### config.mk
export PLATFORM = sky130hd
export DESIGN_NAME = hsw_conn_ctrl
export DESIGN_NICKNAME = d
export VERILOG_FILES = /design/src/rtl/hsw_pkg.sv /design/src/rtl/hsw_sync.sv /design/src/rtl/hsw_bus_watch.sv /design/src/rtl/hsw_fsm.sv /design/src/rtl/hsw_conn_ctrl.sv
export SDC_FILE = /design/constraint.sdc
export NUM_CORES = 1
export LEC_CHECK = 0
export BUFFER_PORTS_ARGS = -buffer_cell sky130_fd_sc_hd__buf_4
export CORE_MARGIN = 2
export CORE_UTILIZATION = 55
export DETAILED_ROUTE_END_ITERATION = 8
export MAX_ROUTING_LAYER = met4
export PLACE_DENSITY_LB_ADDON = 0.08
export SETUP_SLACK_MARGIN = 0.2
export SLEW_MARGIN = 20
export SYNTH_ARGS = -nofsm -noshare
export SYNTH_HDL_FRONTEND = slang
export SYNTH_SLANG_ARGS = --single-unit
### constraint.sdc
create_clock -name clk -period 2.6 [get_ports clk]
set_input_delay 0.26 -clock clk [delete_from_list [all_inputs] [get_ports clk]]
set_output_delay 0.26 -clock clk [all_outputs]
set_load 0.005 [all_outputs]
### src/rtl/hsw_pkg.sv
package hsw_pkg;

    typedef enum logic [2:0] {
        HS_LOCKOUT  = 3'd0,
        HS_SHUTDOWN = 3'd1,
        HS_INIT     = 3'd2,
        HS_WAIT     = 3'd3,
        HS_LINKED   = 3'd4
    } hs_state_e;

    // bit positions inside the synchronized input vector
    localparam int IDX_SUPPLY = 5;
    localparam int IDX_EN     = 4;
    localparam int IDX_BPSDA  = 3;
    localparam int IDX_BPSCL  = 2;
    localparam int IDX_CDSDA  = 1;
    localparam int IDX_CDSCL  = 0;
    localparam int IN_W       = 6;

endpackage

### src/rtl/hsw_sync.sv
module hsw_sync #(
    parameter int WIDTH  = 6,
    parameter int STAGES = 2
) (
    input  logic             clk,
    input  logic             rst_n,
    input  logic [WIDTH-1:0] d_i,
    output logic [WIDTH-1:0] q_o
);
    localparam int CHAIN_W = WIDTH * STAGES;

    logic [CHAIN_W-1:0] chain_q;

    generate
        if (STAGES == 1) begin : g_single
            always_ff @(posedge clk or negedge rst_n) begin
                if (!rst_n) chain_q <= '0;
                else        chain_q <= d_i;
            end
        end else begin : g_multi
            always_ff @(posedge clk or negedge rst_n) begin
                if (!rst_n) chain_q <= '0;
                else        chain_q <= {chain_q[CHAIN_W-WIDTH-1:0], d_i};
            end
        end
    endgenerate

    assign q_o = chain_q[CHAIN_W-1 -: WIDTH];

endmodule

### src/rtl/hsw_bus_watch.sv
module hsw_bus_watch #(
    parameter int IDLE_CYCLES = 12000
) (
    input  logic clk,
    input  logic rst_n,
    input  logic arm_i,
    input  logic sda_i,
    input  logic scl_i,
    output logic qualified_o
);
    localparam int CNT_W = $clog2(IDLE_CYCLES + 1);
    localparam logic [CNT_W-1:0] CNT_MAX = CNT_W'(IDLE_CYCLES);

    logic [CNT_W-1:0] idle_cnt_q;
    logic             stop_pend_q;
    logic             sda_prev_q;
    logic             scl_prev_q;
    logic             bus_high;
    logic             scl_steady;
    logic             stop_evt;
    logic             start_evt;

    assign bus_high   = sda_i && scl_i;
    assign scl_steady = scl_i && scl_prev_q;
    assign stop_evt   = scl_steady && !sda_prev_q && sda_i;
    assign start_evt  = scl_steady && sda_prev_q && !sda_i;

    always_ff @(posedge clk or negedge rst_n) begin
        if (!rst_n) begin
            sda_prev_q <= 1'b0;
            scl_prev_q <= 1'b0;
        end else begin
            sda_prev_q <= sda_i;
            scl_prev_q <= scl_i;
        end
    end

    // idle timer: saturates at the terminal count, restarts on any low sample
    always_ff @(posedge clk or negedge rst_n) begin
        if (!rst_n)               idle_cnt_q <= '0;
        else if (!arm_i)          idle_cnt_q <= '0;
        else if (!bus_high)       idle_cnt_q <= '0;
        else if (idle_cnt_q != CNT_MAX) idle_cnt_q <= idle_cnt_q + 1'b1;
    end

    // pending STOP, cancelled by a START
    always_ff @(posedge clk or negedge rst_n) begin
        if (!rst_n)         stop_pend_q <= 1'b0;
        else if (!arm_i)    stop_pend_q <= 1'b0;
        else if (stop_evt)  stop_pend_q <= 1'b1;
        else if (start_evt) stop_pend_q <= 1'b0;
    end

    assign qualified_o = stop_pend_q || (idle_cnt_q == CNT_MAX);

    a_r9_idle_restart: assert property (@(posedge clk) disable iff (!rst_n)
        arm_i && !bus_high |=> idle_cnt_q == '0);

    a_r8_start_cancels: assert property (@(posedge clk) disable iff (!rst_n)
        arm_i && start_evt |=> !stop_pend_q);

    a_r3_cnt_bound: assert property (@(posedge clk) disable iff (!rst_n)
        idle_cnt_q <= CNT_MAX);

endmodule

### src/rtl/hsw_fsm.sv
module hsw_fsm
    import hsw_pkg::*;
#(
    parameter int INIT_CYCLES = 5000
) (
    input  logic clk,
    input  logic rst_n,
    input  logic supply_ok_i,
    input  logic en_i,
    input  logic qual_i,
    input  logic card_high_i,
    output logic armed_o,
    output logic link_o,
    output logic prechg_o,
    output logic accel_o,
    output logic ready_o
);
    localparam int ICW = $clog2(INIT_CYCLES + 1);
    localparam logic [ICW-1:0] INIT_LAST = ICW'(INIT_CYCLES - 1);

    hs_state_e        state_q;
    hs_state_e        state_d;
    logic [ICW-1:0]   init_cnt_q;
    logic             init_done;

    assign init_done = (init_cnt_q == INIT_LAST);

    always_ff @(posedge clk or negedge rst_n) begin
        if (!rst_n) state_q <= HS_LOCKOUT;
        else        state_q <= state_d;
    end

    always_ff @(posedge clk or negedge rst_n) begin
        if (!rst_n)                  init_cnt_q <= '0;
        else if (state_q != HS_INIT) init_cnt_q <= '0;
        else if (!init_done)         init_cnt_q <= init_cnt_q + 1'b1;
    end

    always_comb begin
        state_d = state_q;
        if (!supply_ok_i) begin
            state_d = HS_LOCKOUT;
        end else begin
            unique case (state_q)
                HS_LOCKOUT:  state_d = en_i ? HS_INIT : HS_SHUTDOWN;
                HS_SHUTDOWN: if (en_i) state_d = HS_INIT;
                HS_INIT: begin
                    if (!en_i)          state_d = HS_SHUTDOWN;
                    else if (init_done) state_d = HS_WAIT;
                end
                HS_WAIT: begin
                    if (!en_i)                       state_d = HS_SHUTDOWN;
                    else if (qual_i && card_high_i)  state_d = HS_LINKED;
                end
                HS_LINKED:   if (!en_i) state_d = HS_SHUTDOWN;
                default:     state_d = HS_LOCKOUT;
            endcase
        end
    end

    always_comb begin
        link_o   = 1'b0;
        prechg_o = 1'b0;
        armed_o  = 1'b0;
        unique case (state_q)
            HS_LOCKOUT, HS_SHUTDOWN: ;
            HS_INIT:   prechg_o = 1'b1;
            HS_WAIT: begin
                prechg_o = 1'b1;
                armed_o  = 1'b1;
            end
            HS_LINKED: link_o = 1'b1;
            default: ;
        endcase
        accel_o = link_o;
        ready_o = link_o;
    end

    a_r1_lockout: assert property (@(posedge clk) disable iff (!rst_n)
        !supply_ok_i |=> !link_o && !prechg_o && !ready_o && !accel_o);

    a_r7_disable: assert property (@(posedge clk) disable iff (!rst_n)
        !en_i |=> !link_o && !prechg_o && !accel_o && !ready_o);

    a_r6_hold_link: assert property (@(posedge clk) disable iff (!rst_n)
        link_o && en_i && supply_ok_i |=> link_o);

    a_r4_card_high: assert property (@(posedge clk) disable iff (!rst_n)
        $rose(link_o) |-> $past(card_high_i));

    a_r2_arm_after_init: assert property (@(posedge clk) disable iff (!rst_n)
        $rose(armed_o) |-> $past(state_q == HS_INIT));

endmodule

### src/rtl/hsw_conn_ctrl.sv
module hsw_conn_ctrl
    import hsw_pkg::*;
#(
    parameter int CLK_FREQ_HZ = 100_000_000,
    parameter int IDLE_US     = 120,
    parameter int INIT_US     = 50,
    parameter int SYNC_STAGES = 2
) (
    input  logic clk,
    input  logic rst_n,
    input  logic supply_ok_i,
    input  logic en_i,
    input  logic bp_sda_i,
    input  logic bp_scl_i,
    input  logic cd_sda_i,
    input  logic cd_scl_i,
    output logic link_o,
    output logic prechg_o,
    output logic accel_o,
    output logic ready_o
);
    localparam int CYC_PER_US  = CLK_FREQ_HZ / 1_000_000;
    localparam int IDLE_CYCLES = CYC_PER_US * IDLE_US;
    localparam int INIT_CYCLES = CYC_PER_US * INIT_US;

    logic [IN_W-1:0] raw_in;
    logic [IN_W-1:0] syn_in;
    logic            armed;
    logic            qual;
    logic            card_high;

    assign raw_in = {supply_ok_i, en_i, bp_sda_i, bp_scl_i, cd_sda_i, cd_scl_i};

    hsw_sync #(
        .WIDTH  (IN_W),
        .STAGES (SYNC_STAGES)
    ) u_sync (
        .clk   (clk),
        .rst_n (rst_n),
        .d_i   (raw_in),
        .q_o   (syn_in)
    );

    assign card_high = syn_in[IDX_CDSDA] && syn_in[IDX_CDSCL];

    hsw_bus_watch #(
        .IDLE_CYCLES (IDLE_CYCLES)
    ) u_watch (
        .clk         (clk),
        .rst_n       (rst_n),
        .arm_i       (armed),
        .sda_i       (syn_in[IDX_BPSDA]),
        .scl_i       (syn_in[IDX_BPSCL]),
        .qualified_o (qual)
    );

    hsw_fsm #(
        .INIT_CYCLES (INIT_CYCLES)
    ) u_fsm (
        .clk         (clk),
        .rst_n       (rst_n),
        .supply_ok_i (syn_in[IDX_SUPPLY]),
        .en_i        (syn_in[IDX_EN]),
        .qual_i      (qual),
        .card_high_i (card_high),
        .armed_o     (armed),
        .link_o      (link_o),
        .prechg_o    (prechg_o),
        .accel_o     (accel_o),
        .ready_o     (ready_o)
    );

    a_r3_join_needs_qual: assert property (@(posedge clk) disable iff (!rst_n)
        $rose(link_o) |-> $past(qual));

    a_r5_linked_outputs: assert property (@(posedge clk) disable iff (!rst_n)
        $rose(link_o) |-> ready_o && accel_o && !prechg_o);

endmodule

==> results of run 1 <==
[logic make-up after synthesis]
group	share of synthesized area [%]
buf+inv	2.66
flops	57.1
mux	1.01
xor+xnor	9.32
compound gates	4.88
simple gates	23.1
fa+ha+maj	1.90
[stage by stage]
stage	hold slack [ns]	power [mW]
2_1_floorplan	-0.0356	0.752
3_3_place_gp	0.278	0.777
3_5_place_dp	0.285	0.781
4_1_cts	0.365	1.33
5_1_grt	0.380	1.37
6_report	0.364	1.31
[worst paths after layout]
check	start	end	slack, ns	cells after the start
min in group asynchronous	rst_n	u_watch.idle_cnt_q[2]	0.41	2
max in group asynchronous	rst_n	u_fsm.init_cnt_q[3]	1.82	2
worst max register to register	u_watch.idle_cnt_q[0]	u_fsm.state_q[0]	0.80	6
worst max-delay path	u_watch.idle_cnt_q[0]	u_fsm.state_q[0]	0.80	6
worst min register to register	u_sync.chain_q[2]	u_sync.chain_q[8]	0.36	0
worst min-delay path	u_sync.chain_q[2]	u_sync.chain_q[8]	0.36	0
[state kept, by name (all words and copies together) (netlist names)]
name                 flops
u_fsm.init_cnt_q        13
u_watch.idle_cnt_q      14
u_fsm.state_q            3
u_watch.scl_prev_q       1
u_watch.sda_prev_q       1
u_sync.chain_q          12
u_watch.stop_pend_q      1
[power groups by stage]
stage	combinational (mW)	sequential, mW	clock, mW
floorplan	0.0183	0.734	0
global placement	0.0397	0.737	0
detailed placement	0.0417	0.739	0
CTS	0.0500	0.726	0.550
global route	0.0555	0.728	0.584
finish	0.0483	0.726	0.537
[routing by layer]
| metal | vias to the layer above | track usage [%] | share of wire [%] |
|---|---|---|---|
| met4 | 0 | 7.88 | 1.5 |
| li1 | 689 | - | - |
| met5 | - | - | 0 |
| met1 | 688 | 22.6 | 45 |
| met2 | 22 | 32.4 | 50 |
| met3 | 6 | 6.69 | 3.0 |
[cell usage in the layout, fill, tap and decap left out, types with 2 or more instances in the layout]
cell,instances
nor2_1,25
or3_1,3
buf_4,11
dlygate4sd3_1,7
nand3_1,9
clkbuf_4,5
nor4_1,5
xnor2_1,12
ha_1,3
and3_1,2
mux2i_1,2
nand4_1,8
xor2_1,9
nand2b_1,2
inv_1,7
bufinv_16,2
nor3_1,9
nand2_1,15
dfrtp_1,45
a21oi_1,6
o21ai_0,5
[worst max-delay path: stages, from the launching register on]
cell	delay [ns]
dfrtp_1	0.45
inv_1	0.08
ha_1	0.14
nor4bb_1	0.37
nand4_1	0.29
nor3b_1	0.23
a2bb2oi_1	0.13
[layout make-up]
class | count | area share, %
Clock buffer | 5 | 1.66
Timing Repair Buffer | 18 | 6.74
Sequential cell | 45 | 49.8
Inverter | 7 | 1.16
Clock inverter | 3 | 3.04
Multi-Input combinational cell | 129 | 35.1
Tap cell | 46 | 2.54
==> flow_summary.html, run 1 <==
<table>
<tr><th>Metric</th><th>Value</th></tr>
<tr><th colspan="2">Hold path</th></tr>
<tr><td>Type of the tightest min-delay check</td><td>flip-flop to flip-flop</td></tr>
<tr><th colspan="2">Timing</th></tr>
<tr><td>Final critical-path required period</td><td>1.80 ns</td></tr>
<tr><td>Worst max-slew margin expressed relative to the limit</td><td>59.8%</td></tr>
<tr><td>Max Clk Rate</td><td>555 MHz</td></tr>
<tr><td>Final setup violation count</td><td>0</td></tr>
<tr><td>Actual slew at the worst max-slew pin</td><td>0.602 ns</td></tr>
<tr><td>Ratio of final minimum period to clock period</td><td>69.3%</td></tr>
<tr><td>Pins over their slew limit</td><td>0</td></tr>
<tr><td>Final count of hold timing violations</td><td>0</td></tr>
<tr><td>Skew final</td><td>0.00273 ns</td></tr>
<tr><td>RSZ-0062 raised after global routing</td><td>false</td></tr>
<tr><td>Sum of negative setup slack</td><td>0 ns</td></tr>
<tr><td>Final worst-path setup slack</td><td>0.797 ns</td></tr>
<tr><th colspan="2">Route</th></tr>
<tr><td>TritonRoute pass-1 iters</td><td>4</td></tr>
<tr><td>Total DRC errors in the routed layout</td><td>0</td></tr>
<tr><td>Iteration-0 DRC count of the detailed router</td><td>94</td></tr>
<tr><td>Vias/cell</td><td>5.55</td></tr>
<tr><td>DRT antenna net count</td><td>0</td></tr>
<tr><td>Routed vias</td><td>1405</td></tr>
<tr><td>WL/cell</td><td>13.5 um</td></tr>
<tr><td>Total wire length</td><td>3.41 mm</td></tr>
<tr><th colspan="2">Placement</th></tr>
<tr><td>HPWL after detailed placement</td><td>2.39 mm</td></tr>
<tr><td>Post-placement cell area</td><td>2090 um2</td></tr>
<tr><td>Number of placed instances with taps included</td><td>238</td></tr>
<tr><td>Number of buffer cells added on primary ports</td><td>11</td></tr>
<tr><td>Pre-CTS setup slack</td><td>0.820 ns</td></tr>
<tr><td>RePlAce Congestion</td><td>0.876</td></tr>
<tr><th colspan="2">CTS</th></tr>
<tr><td>Count of hold-fix buffers inserted at cts</td><td>7</td></tr>
<tr><td>Clock network latency to the later pin of the worst-skew pair</td><td>0.35 ns</td></tr>
<tr><td>Total CTS buffers</td><td>5</td></tr>
<tr><td>Clk slew on worst S/H paths</td><td>0.14 ns</td></tr>
<tr><td>Max Root-Sink Buffers</td><td>2</td></tr>
<tr><td>Max H-tree Level</td><td>2</td></tr>
<tr><td>Clock net sink count</td><td>45</td></tr>
<tr><td>Number of post-CTS setup repair buffers</td><td>0</td></tr>
<tr><td>CTS tree</td><td>done</td></tr>
<tr><td>Cell at the root of the clock tree</td><td>clkbuf_4</td></tr>
<tr><td>Resize count post-CTS</td><td>0</td></tr>
<tr><th colspan="2">Power</th></tr>
<tr><td>Leakage component of the power</td><td>0.938 nW</td></tr>
<tr><td>Switching Power</td><td>0.272 mW</td></tr>
<tr><td>Worst vdd ir</td><td>0.462 mV</td></tr>
<tr><td>Internal cell power</td><td>1.04 mW</td></tr>
<tr><td>Power per cell area</td><td>579 nW/um2</td></tr>
<tr><td>Portion of total power attributed to combinational logic</td><td>3.7%</td></tr>
<tr><td>Share of power burned in registers</td><td>55.4%</td></tr>
<tr><td>Switching Fraction</td><td>20.8%</td></tr>
<tr><td>Clk network pwr share</td><td>40.9%</td></tr>
<tr><th colspan="2">Synthesis</th></tr>
<tr><td>Yosys warns</td><td>0</td></tr>
<tr><td>Cell type with the highest aggregate area in the netlist</td><td>dfrtp_1</td></tr>
<tr><td>Post-synthesis async set-or-reset flop share</td><td>100%</td></tr>
<tr><td>Ranking of synthesized cells by area</td><td>dfrtp_1, xnor2_1, nor2_1, xor2_1, nand2_1</td></tr>
<tr><td>Per-instance average area after synthesis</td><td>10.6 um2</td></tr>
<tr><td>Synthesized netlist cell count</td><td>186</td></tr>
<tr><td>Cell area after synthesis</td><td>1970 um2</td></tr>
<tr><td>Leading cell type by number of instances after synthesis</td><td>dfrtp_1</td></tr>
<tr><td>Count of different cell masters after synthesis</td><td>34</td></tr>
<tr><td>Proportion of netlist area held by the largest area contributor</td><td>57.1%</td></tr>
<tr><td>Dominant register cell in the synthesized netlist</td><td>dfrtp_1</td></tr>
<tr><td>Synth cell count leaders</td><td>dfrtp_1, nor2_1, nand2_1</td></tr>
<tr><td>EDFF count, synth</td><td>0</td></tr>
<tr><td>Register area share after synthesis</td><td>57.1%</td></tr>
<tr><td>Number of synthesized register bits</td><td>45</td></tr>
<tr><td>Number of nets produced by synthesis</td><td>197</td></tr>
<tr><th colspan="2">Finish</th></tr>
<tr><td>Non-Filler Cell Area, Final</td><td>2260 um2</td></tr>
<tr><td>Fill cell count</td><td>254</td></tr>
<tr><td>Proportion of layout cells with a drive suffix above 1</td><td>10.6%</td></tr>
<tr><td>Area occupied by multi-input gates</td><td>795 um2</td></tr>
<tr><td>Count of non-filler cells in the finished layout</td><td>253</td></tr>
<tr><td>Final core utilization</td><td>66.8%</td></tr>
<tr><td>Area grow syn2layout</td><td>14.7%</td></tr>
<tr><td>Storage element area</td><td>1130 um2</td></tr>
<tr><td>Number of nets at the end of the flow</td><td>217</td></tr>
<tr><td>Antenna diode count</td><td>0</td></tr>
<tr><th colspan="2">Global routing</th></tr>
<tr><td>Wire length of the first global-routing pass</td><td>6.01 mm</td></tr>
<tr><td>Pin count of the biggest net entering global routing</td><td>46</td></tr>
<tr><td>Grt total ovfl</td><td>0</td></tr>
<tr><td>Antenna violations before repair</td><td>0</td></tr>
<tr><td>GRT Total Usage</td><td>19.9%</td></tr>
<tr><td>Number of global-route vias before repair</td><td>1384</td></tr>
<tr><th colspan="2">Die</th></tr>
<tr><td>Area of the core</td><td>3390 um2</td></tr>
<tr><td>Chip width</td><td>63.9 um</td></tr>
<tr><td>Number of top-level pins</td><td>12</td></tr>
<tr><td>Effective utilization at floorplan</td><td>58.2%</td></tr>
<tr><td>Number of rows in the core area</td><td>21</td></tr>
<tr><td>Die Ht</td><td>63.9 um</td></tr>
<tr><td>Full die area</td><td>4080 um2</td></tr>
<tr><th colspan="2">Critical path</th></tr>
<tr><td>Maximum fanout count along the critical path</td><td>5</td></tr>
<tr><td>Startpoint type of the worst setup path</td><td>flip-flop</td></tr>
<tr><td>Data required time at the worst endpoint</td><td>2.85 ns</td></tr>
<tr><td>Kind of critical path</td><td>flip-flop to flip-flop</td></tr>
<tr><td>Arrival @ worst endpoint</td><td>2.05 ns</td></tr>
<tr><td>Endpoint class of the critical path</td><td>flip-flop</td></tr>
<tr><th colspan="2">Run</th></tr>
<tr><td>Max-cap check violation count</td><td>0</td></tr>
<tr><th colspan="2">Run status</th></tr>
<tr><td>Status</td><td>completed</td></tr>
</table>
(Power assumes the default switching activity.)
==> run 2, diff against run 1 <==
Settings changed: CORE_UTILIZATION 55 to 53.
Clock period 2.6 ns to 1.65 ns, I/O delays scaled along.
==> run 2 against run 1 <==
The run now ends with negative setup slack left. Clock power up 25%. Clock-buffer cell count up 2. Non-clock buffer count increased by 24. Maximum frequency up 6.4%. Cell area rose by 15%. Flip-flop and latch count unchanged. Highest routed layer unchanged. Total power increased by 46%.
==> flow_summary.html, run 2 (synthesis gave the netlist of run 1 again) <==
<table>
<tr><th>Metric</th><th>Value</th></tr>
<tr><th colspan="2">Run status</th></tr>
<tr><td>Status</td><td>complete, but fails checks (was completed)</td></tr>
<tr><td>Violations in the final reports</td><td>negative setup slack</td></tr>
<tr><th colspan="2">CTS</th></tr>
<tr><td>Max H-tree Level</td><td>2 (unchanged)</td></tr>
<tr><td>Clock network latency to the later pin of the worst-skew pair</td><td>0.29 ns (was 0.35 ns)</td></tr>
<tr><td>Total CTS buffers</td><td>5 (unchanged)</td></tr>
<tr><td>Cell at the root of the clock tree</td><td>clkbuf_8 (was clkbuf_4)</td></tr>
<tr><td>Clk slew on worst S/H paths</td><td>0.08 ns (was 0.14 ns)</td></tr>
<tr><td>Max Root-Sink Buffers</td><td>2 (unchanged)</td></tr>
<tr><td>CTS tree</td><td>done (unchanged)</td></tr>
<tr><td>Clock net sink count</td><td>45 (unchanged)</td></tr>
<tr><th colspan="2">Die</th></tr>
<tr><td>Full die area</td><td>4230 um2 (was 4080 um2)</td></tr>
<tr><td>Area of the core</td><td>3610 um2 (was 3390 um2)</td></tr>
<tr><td>Chip width</td><td>65.0 um (was 63.9 um)</td></tr>
<tr><td>Number of rows in the core area</td><td>22 (was 21)</td></tr>
<tr><td>Die Ht</td><td>65.0 um (was 63.9 um)</td></tr>
<tr><td>Effective utilization at floorplan</td><td>54.7% (was 58.2%)</td></tr>
<tr><td>Number of top-level pins</td><td>12 (unchanged)</td></tr>
<tr><th colspan="2">Critical path</th></tr>
<tr><td>Number of buffers and inverters on the critical path</td><td>0 (was 1)</td></tr>
<tr><td>Data required time at the worst endpoint</td><td>1.84 ns (was 2.85 ns)</td></tr>
<tr><td>Arrival @ worst endpoint</td><td>1.88 ns (was 2.05 ns)</td></tr>
<tr><td>Crit path largest cell delay</td><td>0.55 ns (was 0.45 ns)</td></tr>
<tr><td>Critical-path cell with the highest stage delay</td><td>or4b_4 (was dfrtp_1)</td></tr>
<tr><td>Startpoint type of the worst setup path</td><td>flip-flop (unchanged)</td></tr>
<tr><td>Maximum fanout count along the critical path</td><td>3 (was 5)</td></tr>
<tr><td>R2R depth</td><td>4 (was 6)</td></tr>
<tr><td>Depth of the critical timing path with buffers and inverters included</td><td>4 (was 6)</td></tr>
<tr><td>Endpoint class of the critical path</td><td>flip-flop (unchanged)</td></tr>
<tr><td>Kind of critical path</td><td>flip-flop to flip-flop (unchanged)</td></tr>
<tr><td>Kind of cell adding the most delay to the critical path</td><td>simple AND/OR/NAND/NOR gates (unchanged)</td></tr>
<tr><td>Series of cell instances along the critical path</td><td>or4b_4 -&gt; nor4_4 -&gt; mux2i_1 -&gt; nor2_2 (was inv_1 -&gt; ha_1 -&gt; nor4bb_1 -&gt; nand4_1 -&gt; nor3b_1 -&gt; a2bb2oi_1)</td></tr>
<tr><th colspan="2">Route</th></tr>
<tr><td>Vias/cell</td><td>5.42 (was 5.55)</td></tr>
<tr><td>DRT antenna net count</td><td>0 (unchanged)</td></tr>
<tr><td>Total DRC errors in the routed layout</td><td>0 (unchanged)</td></tr>
<tr><td>Routed vias</td><td>1507 (was 1405)</td></tr>
<tr><td>Iteration-0 DRC count of the detailed router</td><td>72 (was 94)</td></tr>
<tr><td>TritonRoute pass-1 iters</td><td>4 (unchanged)</td></tr>
<tr><td>WL/cell</td><td>14.7 um (was 13.5 um)</td></tr>
<tr><td>Total wire length</td><td>4.08 mm (was 3.41 mm)</td></tr>
<tr><th colspan="2">Placement</th></tr>
<tr><td>Number of buffer cells added on primary ports</td><td>11 (unchanged)</td></tr>
<tr><td>RePlAce Congestion</td><td>0.813 (was 0.876)</td></tr>
<tr><td>Pre-CTS setup slack</td><td>-0.0451 ns (was 0.820 ns)</td></tr>
<tr><td>HPWL after detailed placement</td><td>2.48 mm (was 2.39 mm)</td></tr>
<tr><td>Number of placed instances with taps included</td><td>254 (was 238)</td></tr>
<tr><th colspan="2">Global routing</th></tr>
<tr><td>Antenna violations before repair</td><td>0 (unchanged)</td></tr>
<tr><td>GRT Total Usage</td><td>20.7% (was 19.9%)</td></tr>
<tr><td>Grt total ovfl</td><td>0 (unchanged)</td></tr>
<tr><td>Number of global-route vias before repair</td><td>1488 (was 1384)</td></tr>
<tr><td>Pin count of the biggest net entering global routing</td><td>46 (unchanged)</td></tr>
<tr><td>Wire length of the first global-routing pass</td><td>6.37 mm (was 6.01 mm)</td></tr>
<tr><th colspan="2">Timing</th></tr>
<tr><td>Final count of hold timing violations</td><td>0 (unchanged)</td></tr>
<tr><td>Pins over their slew limit</td><td>0 (unchanged)</td></tr>
<tr><td>Max Clk Rate</td><td>590 MHz (was 555 MHz)</td></tr>
<tr><td>Ratio of final minimum period to clock period</td><td>103% (was 69.3%)</td></tr>
<tr><td>RSZ-0062 raised after global routing</td><td>true (was false)</td></tr>
<tr><td>Final critical-path required period</td><td>1.69 ns (was 1.80 ns)</td></tr>
<tr><td>Final worst-path setup slack</td><td>-0.0437 ns (was 0.797 ns)</td></tr>
<tr><td>Final setup violation count</td><td>4 (was 0)</td></tr>
<tr><td>Actual slew at the worst max-slew pin</td><td>0.557 ns (was 0.602 ns)</td></tr>
<tr><td>Worst Hold Slack</td><td>0.355 ns (was 0.364 ns)</td></tr>
<tr><td>Worst max-slew margin expressed relative to the limit</td><td>62.9% (was 59.8%)</td></tr>
<tr><td>Skew final</td><td>0.00832 ns (was 0.00273 ns)</td></tr>
<tr><th colspan="2">Power</th></tr>
<tr><td>Share of power burned in registers</td><td>59.6% (was 55.4%)</td></tr>
<tr><td>Switching Power</td><td>0.406 mW (was 0.272 mW)</td></tr>
<tr><td>Clk network pwr share</td><td>35.1% (was 40.9%)</td></tr>
<tr><td>Worst vdd ir</td><td>0.650 mV (was 0.462 mV)</td></tr>
<tr><td>Total power consumption of the routed design</td><td>1.91 mW (was 1.31 mW)</td></tr>
<tr><td>Internal cell power</td><td>1.51 mW (was 1.04 mW)</td></tr>
<tr><td>Portion of total power attributed to combinational logic</td><td>5.3% (was 3.7%)</td></tr>
<tr><td>Switching Fraction</td><td>21.2% (was 20.8%)</td></tr>
<tr><td>Leakage component of the power</td><td>1.08 nW (was 0.938 nW)</td></tr>
<tr><td>Power per cell area</td><td>735 nW/um2 (was 579 nW/um2)</td></tr>
<tr><th colspan="2">Finish</th></tr>
<tr><td>Register bank with the most flops</td><td>u_watch.idle_cnt_q (unchanged)</td></tr>
<tr><td>Count of non-filler cells in the finished layout</td><td>278 (was 253)</td></tr>
<tr><td>Largest registers in the final layout</td><td>u_watch.idle_cnt_q (14), u_fsm.init_cnt_q (13), u_sync.chain_q (12) (unchanged)</td></tr>
<tr><td>Area grow syn2layout</td><td>32.0% (was 14.7%)</td></tr>
<tr><td>Antenna diode count</td><td>0 (unchanged)</td></tr>
<tr><td>Number of nets at the end of the flow</td><td>241 (was 217)</td></tr>
<tr><td>Most common cell after layout, fill and taps aside</td><td>dfrtp_1 (unchanged)</td></tr>
<tr><td>Proportion of layout cells with a drive suffix above 1</td><td>30.4% (was 10.6%)</td></tr>
<tr><td>Most frequent cells in the layout</td><td>dfrtp_1, buf_4, nor2_1 (was dfrtp_1, nor2_1, nand2_1)</td></tr>
<tr><td>Number of flip-flops in the largest register</td><td>14 (unchanged)</td></tr>
<tr><th colspan="2">Run</th></tr>
<tr><td>Max-cap check violation count</td><td>0 (unchanged)</td></tr>
<tr><th colspan="2">Hold path</th></tr>
<tr><td>Type of the tightest min-delay check</td><td>flip-flop to flip-flop (unchanged)</td></tr>
<tr><td>Count of cells along the worst hold path</td><td>0 (unchanged)</td></tr>
</table>
-- run 2: cell types whose count changed in the layout (fill, tap and decap cells not counted), sizes merged --
cell,previous run,this run
buf,11,35
bufinv,2,0
clkbuf,5,7
inv,8,7
-- run 2: routing by layer --
layer	track usage (%)	wire length, um	vias up
met5	-	0	-
met4	7.03	58	0
met2	35.8	2210	25
li1	-	-	729
met3	5.21	120	6
met1	23.5	1690	747
-- run 2: path summary, 6_finish.rpt --
check                                      end  slack, ns                 from
setup / recovery           u_fsm.init_cnt_q[1]      -0.04  u_fsm.init_cnt_q[5]
max in group asynchronous     u_fsm.state_q[0]       0.84                rst_n
min in group asynchronous  u_fsm.init_cnt_q[7]       0.40                rst_n
setup reg to reg           u_fsm.init_cnt_q[1]      -0.04  u_fsm.init_cnt_q[5]
hold reg to reg             u_sync.chain_q[10]       0.36    u_sync.chain_q[4]
hold / removal              u_sync.chain_q[10]       0.36    u_sync.chain_q[4]
-- run 2: layout make-up --
| type | count | area [um2] |
|---|---|---|
| Fill cell | 257 | 1000 |
| Timing Repair Buffer | 42 | 337 |
| Tap cell | 48 | 60.1 |
| Inverter | 7 | 26.3 |
| Sequential cell | 45 | 1130 |
| Clock buffer | 7 | 86.3 |
| Multi-Input combinational cell | 129 | 968 |
-- run 2: what timing repair did --
action                     in CTS  in global routing
pin swaps                       9                 14
hold buffers                    7                  0
gates resized for setup         9                 23
setup endpoints to repair      12                 24
buffers inserted                3                  7
hold endpoints to repair       51                  0
-- run 2: metrics by stage --
step / TNS, ns / util (%) / instance area (um2)
after global routing: -0.342 / 72.2 / 2610
after global placement: 0 / 61.1 / 2200
after detailed placement: -0.0762 / 61.1 / 2200
final: -0.131 / 72.2 / 2610
after CTS: -0.151 / 67.5 / 2430
after floorplan: -0.0165 / - / 1980
-- run 2: power by group through the flow --
stage / sequential [mW] / combinational, mW / clock (mW)
after floorplan: 1.16 / 0.0288 / 0
after global routing: 1.14 / 0.113 / 0.729
final: 1.14 / 0.102 / 0.671
after global placement: 1.16 / 0.0679 / 0
after detailed placement: 1.16 / 0.0712 / 0
after CTS: 1.14 / 0.0894 / 0.689
-- run 2: worst reg2reg max path: cells and delay by family (launching register included) --
kind	cells	cell delay [ns]
flops	1	0.38
mux	1	0.29
simple gates	3	0.92
==> run 3, diff against run 2 <==
Settings changed: CORE_MARGIN 2 to default, CORE_UTILIZATION 53 to 40.
==> run 3 against run 2 <==
The flow still finishes with violations (negative setup slack). Largest cell class unchanged. Die area is 23% higher. Clock power rose by 7.6%. Core utilization fell by 18 points. Cell count is 5.8% higher. Sequential power barely moved. Global-route usage down 4.6 points. Non-clock buffer count is 4 lower.
==> flow_summary.html, run 3 (synthesis gave the netlist of run 1 again) <==
<table>
<tr><th>Metric</th><th>Value</th></tr>
<tr><th colspan="2">Global routing</th></tr>
<tr><td>Wire length of the first global-routing pass</td><td>6.22 mm (was 6.37 mm)</td></tr>
<tr><td>GRT Total Usage</td><td>16.1% (was 20.7%)</td></tr>
<tr><td>Grt total ovfl</td><td>0 (unchanged)</td></tr>
<tr><td>Number of global-route vias before repair</td><td>1448 (was 1488)</td></tr>
<tr><td>Antenna violations before repair</td><td>0 (unchanged)</td></tr>
<tr><td>Pin count of the biggest net entering global routing</td><td>46 (unchanged)</td></tr>
<tr><th colspan="2">Die</th></tr>
<tr><td>Number of top-level pins</td><td>12 (unchanged)</td></tr>
<tr><td>Chip width</td><td>72.2 um (was 65.0 um)</td></tr>
<tr><td>Number of rows in the core area</td><td>25 (was 22)</td></tr>
<tr><td>Full die area</td><td>5220 um2 (was 4230 um2)</td></tr>
<tr><td>Effective utilization at floorplan</td><td>41.8% (was 54.7%)</td></tr>
<tr><td>Die Ht</td><td>72.2 um (was 65.0 um)</td></tr>
<tr><td>Area of the core</td><td>4720 um2 (was 3610 um2)</td></tr>
<tr><th colspan="2">Power</th></tr>
<tr><td>Switching Power</td><td>0.439 mW (was 0.406 mW)</td></tr>
<tr><td>Leakage component of the power</td><td>1.08 nW (about the same)</td></tr>
<tr><td>Portion of total power attributed to combinational logic</td><td>4.8% (was 5.3%)</td></tr>
<tr><td>Share of power burned in registers</td><td>58.3% (was 59.6%)</td></tr>
<tr><td>Switching Fraction</td><td>22.5% (was 21.2%)</td></tr>
<tr><td>Clk network pwr share</td><td>36.9% (was 35.1%)</td></tr>
<tr><td>Internal cell power</td><td>1.52 mW (was 1.51 mW)</td></tr>
<tr><td>Power per cell area</td><td>763 nW/um2 (was 735 nW/um2)</td></tr>
<tr><td>Worst vdd ir</td><td>0.614 mV (was 0.650 mV)</td></tr>
<tr><th colspan="2">Critical path</th></tr>
<tr><td>Arrival @ worst endpoint</td><td>1.94 ns (was 1.88 ns)</td></tr>
<tr><td>Kind of critical path</td><td>flip-flop to flip-flop (unchanged)</td></tr>
<tr><td>Critical Path Start</td><td>u_fsm.init_cnt_q[6] (was u_fsm.init_cnt_q[5])</td></tr>
<tr><td>Maximum fanout count along the critical path</td><td>4 (was 3)</td></tr>
<tr><td>Endpoint class of the critical path</td><td>flip-flop (unchanged)</td></tr>
<tr><td>Data required time at the worst endpoint</td><td>1.84 ns (about the same)</td></tr>
<tr><td>Startpoint type of the worst setup path</td><td>flip-flop (unchanged)</td></tr>
<tr><td>Source of the worst register-to-register timing path</td><td>u_fsm.init_cnt_q[6] (was u_fsm.init_cnt_q[5])</td></tr>
<tr><th colspan="2">Finish</th></tr>
<tr><td>Most frequent cells in the layout</td><td>dfrtp_1, buf_4, nor2_1 (unchanged)</td></tr>
<tr><td>Largest registers in the final layout</td><td>u_watch.idle_cnt_q (14), u_fsm.init_cnt_q (13), u_sync.chain_q (12) (unchanged)</td></tr>
<tr><td>Proportion of layout cells with a drive suffix above 1</td><td>26.4% (was 30.4%)</td></tr>
<tr><td>Antenna diode count</td><td>0 (unchanged)</td></tr>
<tr><td>Register bank with the most flops</td><td>u_watch.idle_cnt_q (unchanged)</td></tr>
<tr><td>Number of flip-flops in the largest register</td><td>14 (unchanged)</td></tr>
<tr><td>Most common cell after layout, fill and taps aside</td><td>dfrtp_1 (unchanged)</td></tr>
<tr><td>Count of non-filler cells in the finished layout</td><td>294 (was 278)</td></tr>
<tr><td>Area grow syn2layout</td><td>30.0% (was 32.0%)</td></tr>
<tr><td>Number of nets at the end of the flow</td><td>237 (was 241)</td></tr>
<tr><th colspan="2">Timing</th></tr>
<tr><td>Pins over their slew limit</td><td>0 (unchanged)</td></tr>
<tr><td>Final count of hold timing violations</td><td>0 (unchanged)</td></tr>
<tr><td>Final worst-path setup slack</td><td>-0.103 ns (was -0.0437 ns)</td></tr>
<tr><td>Actual slew at the worst max-slew pin</td><td>0.549 ns (was 0.557 ns)</td></tr>
<tr><td>Sum of negative setup slack</td><td>-0.123 ns (was -0.131 ns)</td></tr>
<tr><td>Worst max-slew margin expressed relative to the limit</td><td>63.4% (was 62.9%)</td></tr>
<tr><td>Ratio of final minimum period to clock period</td><td>106% (was 103%)</td></tr>
<tr><td>Final critical-path required period</td><td>1.75 ns (was 1.69 ns)</td></tr>
<tr><td>Final setup violation count</td><td>2 (was 4)</td></tr>
<tr><td>Max Clk Rate</td><td>570 MHz (was 590 MHz)</td></tr>
<tr><td>Skew final</td><td>0.0126 ns (was 0.00832 ns)</td></tr>
<tr><td>RSZ-0062 raised after global routing</td><td>true (unchanged)</td></tr>
<tr><td>Worst Hold Slack</td><td>0.353 ns (was 0.355 ns)</td></tr>
<tr><th colspan="2">Placement</th></tr>
<tr><td>RePlAce Congestion</td><td>0.793 (was 0.813)</td></tr>
<tr><td>Pre-CTS setup slack</td><td>-0.0392 ns (was -0.0451 ns)</td></tr>
<tr><td>Number of placed instances with taps included</td><td>273 (was 254)</td></tr>
<tr><td>Number of buffer cells added on primary ports</td><td>11 (unchanged)</td></tr>
<tr><td>HPWL after detailed placement</td><td>2.45 mm (was 2.48 mm)</td></tr>
<tr><th colspan="2">Hold path</th></tr>
<tr><td>Type of the tightest min-delay check</td><td>flip-flop to flip-flop (unchanged)</td></tr>
<tr><td>Startpoint of the lowest-slack hold path</td><td>u_sync.chain_q[0] (was u_sync.chain_q[4])</td></tr>
<tr><th colspan="2">CTS</th></tr>
<tr><td>Cell at the root of the clock tree</td><td>clkbuf_8 (unchanged)</td></tr>
<tr><td>Clk slew on worst S/H paths</td><td>0.08 ns (about the same)</td></tr>
<tr><td>CTS tree</td><td>done (unchanged)</td></tr>
<tr><td>Max H-tree Level</td><td>2 (unchanged)</td></tr>
<tr><td>Clock net sink count</td><td>45 (unchanged)</td></tr>
<tr><td>Clock network latency to the later pin of the worst-skew pair</td><td>0.30 ns (was 0.29 ns)</td></tr>
<tr><td>Total CTS buffers</td><td>5 (unchanged)</td></tr>
<tr><td>Max Root-Sink Buffers</td><td>2 (unchanged)</td></tr>
<tr><th colspan="2">Run</th></tr>
<tr><td>Max-cap check violation count</td><td>0 (unchanged)</td></tr>
<tr><th colspan="2">Route</th></tr>
<tr><td>Iteration-0 DRC count of the detailed router</td><td>65 (was 72)</td></tr>
<tr><td>Total wire length</td><td>3.75 mm (was 4.08 mm)</td></tr>
<tr><td>WL/cell</td><td>12.7 um (was 14.7 um)</td></tr>
<tr><td>TritonRoute pass-1 iters</td><td>4 (unchanged)</td></tr>
<tr><td>Routed vias</td><td>1451 (was 1507)</td></tr>
<tr><td>Total DRC errors in the routed layout</td><td>0 (unchanged)</td></tr>
<tr><td>DRT antenna net count</td><td>0 (unchanged)</td></tr>
<tr><td>Vias/cell</td><td>4.94 (was 5.42)</td></tr>
<tr><th colspan="2">Run status</th></tr>
<tr><td>Violations in the final reports</td><td>negative setup slack (unchanged)</td></tr>
<tr><td>Status</td><td>complete, but fails checks (unchanged)</td></tr>
</table>
==> run 3: routing by layer <==
metal	track usage [%]	up-vias	routed length (um)
li1	-	718	-
met1	18.4	707	1650
met2	26.9	20	1940
met3	4.17	6	89
met4	6.54	0	61
met5	-	-	0
==> run 3: critical path, stage by stage (launching register included) <==
cell and delay (ns):
dfrtp_1 0.38, or4b_4 0.55, nor4_4 0.27, buf_4 0.19, nor2_1 0.05, nor3_1 0.21
==> run 3: final timing paths <==
path | end | slack (ns) | depth (start not counted)
worst min-delay path | u_sync.chain_q[6] | 0.35 | 0
max in group asynchronous | u_fsm.state_q[0] | 0.86 | 2
worst max-delay path | u_fsm.init_cnt_q[2] | -0.10 | 5
worst min register to register | u_sync.chain_q[6] | 0.35 | 0
worst max register to register | u_fsm.init_cnt_q[2] | -0.10 | 5
min in group asynchronous | u_watch.idle_cnt_q[2] | 0.39 | 2
==> run 3: cell type report <==
class	instances	area (um2)
clock inverters	2	16.3
multi-input cells	129	926
repair buffers	38	303
fillers	407	2160
inverters	7	26.3
well taps	67	83.8
clock buffers	6	82.6
flip-flops and latches	45	1130
==> run 3: power groups by stage <==
stage	Combinational, mW	Sequential (mW)	Clock [mW]
2_1_floorplan	0.0288	1.16	0
3_3_place_gp	0.0670	1.16	0
3_5_place_dp	0.0683	1.16	0
4_1_cts	0.0819	1.14	0.748
5_1_grt	0.106	1.14	0.798
6_report	0.0943	1.14	0.722
==> run 3: metrics by stage <==
stage	power (mW)	cell area, um2	util (%)
finish	1.96	2560	54.3
global route	2.05	2560	54.3
CTS	1.97	2430	51.5
detailed placement	1.23	2230	47.2
global placement	1.23	2230	47.2
floorplan	1.19	1980	-
==> run 3: timing repair <==
action / 4_1_cts / 5_1_grt
hold endpoints to repair: 51 / 0
pin swaps: 6 / 13
endpoints found under the setup margin: 12 / 31
hold buffers: 7 / 0
resized for setup: 6 / 16
buffers inserted: 1 / 5
